===== src/rtl/dcl_pkg.sv =====
package dcl_pkg;

  localparam logic [5:0] OPC_LINE_CLR = 6'h33;

  typedef struct packed {
    logic [4:0]  src;
    logic [4:0]  pad;
    logic [15:0] imm;
    logic [5:0]  opc;
  } itype_t;

  function automatic logic [31:0] sext16(input logic [15:0] v);
    return {{16{v[15]}}, v};
  endfunction

  function automatic logic [31:0] eff_addr(input logic [31:0] base,
                                           input logic [15:0] imm);
    return base + sext16(imm);
  endfunction

endpackage


===== src/rtl/dcl_decode.sv =====
module dcl_decode
  import dcl_pkg::*;
(
  input  logic        instr_valid,
  input  logic [31:0] instr,
  output logic        hit,
  output logic [4:0]  src_reg,
  output logic [15:0] imm
);

  itype_t word;

  always_comb begin
    word    = itype_t'(instr);
    src_reg = word.src;
    imm     = word.imm;
    hit     = instr_valid && (word.opc == OPC_LINE_CLR) && (word.pad == 5'd0);
  end

endmodule


===== src/rtl/dcl_addr.sv =====
module dcl_addr
  import dcl_pkg::*;
#(
  parameter int OFF_W = 5,
  parameter int IDX_W = 6
) (
  input  logic [31:0]      base_val,
  input  logic [15:0]      imm,
  output logic [IDX_W-1:0] line_idx
);

  logic [31:0] ea;

  always_comb begin
    ea       = eff_addr(base_val, imm);
    line_idx = IDX_W'(ea >> OFF_W);
  end

endmodule


===== src/rtl/dcl_issue.sv =====
module dcl_issue #(
  parameter int IDX_W      = 6,
  parameter bit HAS_DCACHE = 1'b1
) (
  input  logic             clk,
  input  logic             rst,
  input  logic             hit,
  input  logic             supervisor,
  input  logic [IDX_W-1:0] line_idx,
  output logic             tag_we,
  output logic [IDX_W-1:0] tag_idx,
  output logic             done,
  output logic             busy,
  output logic             priv_exc
);

  logic accept_sup;
  logic accept_usr;
  logic we_d;
  logic done_d;

  assign accept_sup = hit && supervisor;
  assign accept_usr = hit && !supervisor;

  generate
    if (HAS_DCACHE) begin : g_cache
      assign we_d   = accept_sup;
      assign done_d = accept_sup;
    end else begin : g_nocache
      assign we_d   = 1'b0;
      assign done_d = accept_sup;
      assert_nocache_silent_R8: assert property (@(posedge clk) disable iff (rst)
        !tag_we && !busy);
    end
  endgenerate

  always_ff @(posedge clk) begin
    if (rst) begin
      tag_we   <= 1'b0;
      tag_idx  <= '0;
      done     <= 1'b0;
      busy     <= 1'b0;
      priv_exc <= 1'b0;
    end else begin
      tag_we   <= we_d;
      busy     <= we_d;
      done     <= done_d;
      priv_exc <= accept_usr;
      if (we_d) tag_idx <= line_idx;
    end
  end

  assert_write_needs_super_R5: assert property (@(posedge clk) disable iff (rst)
    tag_we |-> $past(hit && supervisor));
  assert_exc_from_user_R7: assert property (@(posedge clk) disable iff (rst)
    priv_exc |-> $past(hit && !supervisor));
  assert_exc_exclusive_R7: assert property (@(posedge clk) disable iff (rst)
    priv_exc |-> (!tag_we && !done && !busy));
  assert_write_signals_done_R6: assert property (@(posedge clk) disable iff (rst)
    tag_we |-> (done && busy));
  assert_idx_hold_R5: assert property (@(posedge clk) disable iff (rst)
    (!tag_we && !$past(rst)) |-> $stable(tag_idx));

endmodule


===== src/rtl/dcache_line_clear.sv =====
module dcache_line_clear #(
  parameter int LINE_BYTES = 32,
  parameter int NUM_LINES  = 64,
  parameter bit HAS_DCACHE = 1'b1,
  localparam int OFF_W = $clog2(LINE_BYTES),
  localparam int IDX_W = $clog2(NUM_LINES)
) (
  input  logic             clk,
  input  logic             rst,
  input  logic             instr_valid,
  input  logic [31:0]      instr,
  input  logic [31:0]      base_val,
  input  logic             supervisor,
  output logic [4:0]       src_reg,
  output logic             tag_we,
  output logic [IDX_W-1:0] tag_idx,
  output logic             tag_valid_wd,
  output logic             tag_dirty_wd,
  output logic             done,
  output logic             busy,
  output logic             priv_exc
);

  logic             op_hit;
  logic [15:0]      op_imm;
  logic [IDX_W-1:0] ea_idx;

  dcl_decode u_decode (
    .instr_valid (instr_valid),
    .instr       (instr),
    .hit         (op_hit),
    .src_reg     (src_reg),
    .imm         (op_imm)
  );

  dcl_addr #(.OFF_W(OFF_W), .IDX_W(IDX_W)) u_addr (
    .base_val (base_val),
    .imm      (op_imm),
    .line_idx (ea_idx)
  );

  dcl_issue #(.IDX_W(IDX_W), .HAS_DCACHE(HAS_DCACHE)) u_issue (
    .clk        (clk),
    .rst        (rst),
    .hit        (op_hit),
    .supervisor (supervisor),
    .line_idx   (ea_idx),
    .tag_we     (tag_we),
    .tag_idx    (tag_idx),
    .done       (done),
    .busy       (busy),
    .priv_exc   (priv_exc)
  );

  // Invalidate clears both bits: no tag compare, no write-back.
  assign tag_valid_wd = 1'b0;
  assign tag_dirty_wd = 1'b0;

  assert_idx_tracks_ea_R4: assert property (@(posedge clk) disable iff (rst)
    tag_we |-> (tag_idx == $past(ea_idx)));
  assert_decode_gates_R1: assert property (@(posedge clk) disable iff (rst)
    (done || priv_exc) |-> $past(instr_valid && instr[5:0] == 6'h33 && instr[26:22] == 5'd0));

endmodule


===== config.mk =====
export PLATFORM = sky130hd
export DESIGN_NAME = dcache_line_clear
export DESIGN_NICKNAME = d
export VERILOG_FILES = /design/src/rtl/dcl_pkg.sv /design/src/rtl/dcl_decode.sv /design/src/rtl/dcl_addr.sv /design/src/rtl/dcl_issue.sv /design/src/rtl/dcache_line_clear.sv
export SDC_FILE = /design/constraint.sdc
export NUM_CORES = 1
export LEC_CHECK = 0
export BUFFER_PORTS_ARGS = -buffer_cell sky130_fd_sc_hd__buf_4
export CORE_ASPECT_RATIO = 1.25
export CORE_UTILIZATION = 35
export DETAILED_ROUTE_END_ITERATION = 10
export GPL_ROUTABILITY_DRIVEN = 0
export HOLD_SLACK_MARGIN = 0.05
export PLACE_DENSITY = 0.88
export SETUP_SLACK_MARGIN = 0.2
export SYNTH_ARGS = -nofsm -noshare
export SYNTH_HDL_FRONTEND = slang
export SYNTH_SLANG_ARGS = --single-unit

===== constraint.sdc =====
create_clock -name clk -period 4.4 [get_ports clk]
set_clock_uncertainty 0.05 [all_clocks]
set_input_delay 0.22 -clock clk [delete_from_list [all_inputs] [get_ports clk]]
set_output_delay 0.22 -clock clk [all_outputs]
set_load 0.01 [all_outputs]

# Word level (Yosys, flattened, before mapping)
# Cells that the tools add are included.
# Widths: inputs -> output; s select.
dict set report totals {
  regBits 8
  input_bits 68
  word_cells 11
}
dict set report classes {
  addsub 1
  eq_ne 1
  reduce_logical 6
}
# operator count
set ops {}
lappend ops {{$add 11x11->11} 1}
lappend ops {{$eq 6x6->1 const B} 1}
lappend ops {{$logic_not 5->1} 1}
lappend ops {{$logic_and 1x1->1} 4}
lappend ops {{$logic_not 1->1} 1}

# Longest topological paths before layout
dict set report logic_depth {
  word_depth 4
  depth_mapped 6
  mapped_depth_nobuf 6
}

# Hierarchy
# Synthesis repeated with hierarchy kept, for this count alone.
dict set report unflattened {
  hier_cells 113
  area_unflattened_um2 944.7
}
# mod instances cells_each area_per_inst_um2 seq_area_each_um2
set by_module_without_submodules {}
lappend by_module_without_submodules {dcl_addr 1 51 381.6 0.0}
lappend by_module_without_submodules {dcl_issue 1 34 349.1 160.2}
lappend by_module_without_submodules {dcl_decode 1 25 195.2 0.0}
lappend by_module_without_submodules {dcache_line_clear 1 3 18.8 0.0}

# Worst setup path after synthesis
# Ideal clock, no wire load.
dict set report synth_path {
  path_type {input -> register}
  startpoint {input port instr[8]}
  endpoint {register u_issue.tag_idx[3]}
  setup_ns 0.087
  arrival_ns 1.465
  required_ns 4.263
  slack_ns 2.798
  stages 6
  n_path_buf 0
  path_cell_list {ha_1 -> a21oi_1 -> a21boi_0 -> o2111a_1 -> o31a_1 -> o31ai_1}
}
dict set report synth_via {
  elab_chain_len 1
}
# element line_no
set synth_lines {}
lappend synth_lines {{start: declaration} dcache_line_clear.sv:11} ;# input logic [31:0] instr,
lappend synth_lines {{$add 11x11->11} dcl_pkg.sv:18} ;# return base + sext16(imm);
lappend synth_lines {{end signal: assignment} dcl_issue.sv:49} ;# if (we_d) tag_idx <= line_idx;
lappend synth_lines {{end: declaration} dcl_issue.sv:11} ;# output logic [IDX_W-1:0] tag_idx,
# No other way between the ends.
# A chain may end at the register's enable or synchronous reset.

# Final worst setup path
# Same ends and word-level chain as after synthesis.

==> flow_metrics.py <==
metrics = {
    "worst_setup_path": {
        "cp.arrival_ns": 1.73,
        "reg2reg_setup_slack_ns": 3.77,
        "startpoint_type": "primary input",
        "crit_buf_inv": 1,
        "r2r_cells": 2,
        "path_max_fanout": 3,
        "r2r-start": "u_issue.tag_idx[0]",
        "path_delay_family": "compound AO/OA/AOI/OAI gates",
        "worst-endpoint-required_ns": 4.52,
        "slowest_stage": "ha_1",
        "reg2reg_to": "u_issue.tag_idx[0]",
        "end_kind": "flop",
        "max_stage_delay_ns": 0.30,
        "cp_cell_sequence": "buf_4 > ha_1 > a21oi_1 > a21boi_0 > o2111a_1 > o31a_1 > o31ai_1",
        "critical_path_class": "in -> reg",
    },
    "cells_and_area": {
        "fin_nets": 206,
        "diodes": 0,
        "fin_util": 0.534,
        "area_growth_syn_to_layout_pct": 44.8,
        "drive_gt1_frac": 0.402,
    },
    "grt": {
        "grt-ovfl-total": 0,
        "grt_usage": 0.171,
        "antenna_found_initial": 0,
        "grt_pass1_wl_mm": 2.96,
        "grt_max_degree": 8,
        "grt_pass1_vias": 750,
    },
    "sta": {
        "hold_violations": 0,
        "rsz0062_at_grt": "false",
        "setup_viol": 0,
        "max_freq_ghz": 0.619,
        "finalSetupTns_ns": 0,
        "period_share": 0.367,
        "post-route-min-period_ns": 1.61,
        "tightest_slew_ns": 0.485,
        "maxSlewViolCount": 0,
        "relSlewSlack": 0.672,
    },
    "detailed_routing": {
        "drc_errors": 0,
        "routed_wl_mm": 1.78,
        "via_count": 807,
        "drtIter0Drc": 8,
        "vias_per_cell": 5.49,
        "avgRoutedWirePerCell_um": 12.1,
        "drt_pre_antenna_iters": 4,
        "postRouteAntennaNets": 0,
    },
    "power": {
        "p_seq_frac": 0.355,
        "max-vdd-ir-drop_uv": 81.8,
        "sw_frac_of_total": 0.288,
        "leakage_uw": 0.000529,
        "power_density_mw_per_mm2": 195,
        "power.internal_uw": 145,
        "clock_power_share": 0.268,
        "switchingPower_uw": 58.9,
        "pwr-share-comb": 0.376,
    },
    "yosys": {
        "synthTopCellsByArea": "dfxtp_1 (22%), ha_1 (16%), buf_4 (9.3%)",
        "synth_ff_type": "dfxtp_1",
        "netlist_instances": 87,
        "synth_cell_type_count": 32,
        "yosys_warnings": 0,
        "synth.most_common_cell": "nand2_1",
        "synthDominantAreaCellType": "dfxtp_1",
        "avgSynthCellArea_um2": 8.31,
        "async_flop_share": 0,
        "yosys-top-cells-count": "nand2_1 (13), buf_4 (9), ha_1 (9)",
        "ys_seq_area_frac": 0.221,
        "synth_edf_count": 0,
        "netlist_area_um2": 723,
        "synth.top_cell.area_share": 0.221,
        "ys_seq_elements": 8,
    },
    "cts": {
        "cts_buffers": 3,
        "h-tree-depth": 1,
        "cts-root-buf": "clkbuf_4",
        "postCtsHoldBufs": 0,
        "worstSkewPairLatency_ns": 0.25,
        "clkSlewWorstSetupHoldPaths_ns": 0.05,
        "clk_path_buf_depth": 2,
        "cts_tree": "yes",
        "cts_num_sinks": 8,
        "cts_setup_buffers": 0,
        "cts-resized-gates": 0,
    },
    "floorplanning": {
        "die-height_um": 52.8,
        "die_w_um": 42.7,
        "num_rows": 18,
        "dieArea_mm2": 0.00225,
        "coreArea_mm2": 0.00196,
        "start_util": 0.369,
        "ios": 85,
    },
    "worst_hold_path": {
        "min_path_type": "in -> reg",
        "hp-start": "rst",
        "worstHoldPathCells": 2,
        "holdPathEnd": "u_issue.priv_exc",
    },
    "run_status": {
        "status": "finished, final reports clean",
    },
    "job": {
        "drv_cap": 0,
    },
    "place": {
        "dp_hpwl_mm": 1.53,
        "portBuffers": 46,
    },
}
-- layout make-up --
cell class                 count  area, um^2
tap                           20        25.0
sequential                     8         160
clock buffer                   3        22.5
multi-input combinational     67         483
timing repair buffer          46         345
fill                         195         912
inverter                       3        11.3
-- cell families (layout without fill, tap and decap cells) --
logic type	Yosys count	count (layout)	share of synthesized area
DFF	8	8	0.221
adders and majority gates	9	9	0.156
xor gates and xnor gates	4	4	0.0485
other	1	2	0.00519
buffers and inverters	13	52	0.116
and+or+nand+nor	27	27	0.221
AOI/OAI and AO/OA	25	25	0.232
-- metrics by stage --
| step | instance area (um^2) | hold slack, ns | power (uW) | setup WS, ns | instances |
|---|---|---|---|---|---|
| floorplan | 727 | 0.247 | 121 | 2.80 | 88 |
| global placement | 1020 | 0.358 | 147 | 2.58 | 144 |
| detailed placement | 1020 | 0.369 | 150 | 2.55 | 144 |
| CTS | 1050 | 0.0996 | 205 | 2.80 | 147 |
| global route | 1050 | 0.0966 | 216 | 2.67 | 147 |
| finish | 1050 | 0.0986 | 204 | 2.79 | 147 |
-- state kept, by name (all words and copies together), names as in the netlist --
signal,cells
u_issue.tag_idx,6
u_issue.tag_we,1
u_issue.priv_exc,1
-- layout by cell type, fill, tap and decap left out, drive strengths merged --
| cell | n |
|---|---|
| o31ai | 3 |
| or3b | 1 |
| buf | 46 |
| o211ai | 2 |
| xnor2 | 2 |
| and4b | 1 |
| and4bb | 1 |
| a31oi | 1 |
| and3 | 1 |
| a21oi | 6 |
| nand2 | 13 |
| and4 | 1 |
| dfxtp | 8 |
| nor3 | 1 |
| inv | 3 |
| conb | 2 |
| ha | 9 |
| nor4 | 2 |
| nand3 | 2 |
| o2111a | 1 |
| a41oi | 2 |
| a21o | 2 |
| a221oi | 1 |
| clkbuf | 3 |
| o21ai | 5 |
| xor2 | 2 |
| o31a | 1 |
| a21boi | 1 |
| and2 | 1 |
| nor2 | 1 |
| nand4 | 2 |
-- power by group through the flow --
stage / Combinational, uW / Clock [uW] / Sequential (uW)
finish: 76.9 / 54.8 / 72.6
CTS: 76.5 / 56.2 / 72.6
global route: 86.0 / 57.9 / 72.5
detailed placement: 76.1 / 0 / 74.0
global placement: 73.2 / 0 / 74.0
floorplan: 47.2 / 0 / 74.0
-- metal layers --
metal,GRT usage,routed length (um),vias up,part of all wire
met2,0.321,928,49,0.52
met5,0,0,-,0
met4,0.0677,27,0,0.015
li1,-,-,398,-
met1,0.176,613,357,0.34
met3,0.0483,211,3,0.12
-- worst max path at each step --
stage             start            endpoint  slack, ns  depth (start not counted)
2_1_floorplan  instr[8]  u_issue.tag_idx[3]       2.80                          6
3_3_place_gp   instr[8]  u_issue.tag_idx[3]       2.58                          7
3_5_place_dp   instr[8]  u_issue.tag_idx[3]       2.55                          7
4_1_cts        instr[8]  u_issue.tag_idx[3]       2.80                          7
5_1_grt        instr[8]  u_issue.tag_idx[5]       2.67                          7
6_report       instr[8]  u_issue.tag_idx[3]       2.79                          7
(Power assumes the default switching activity.)
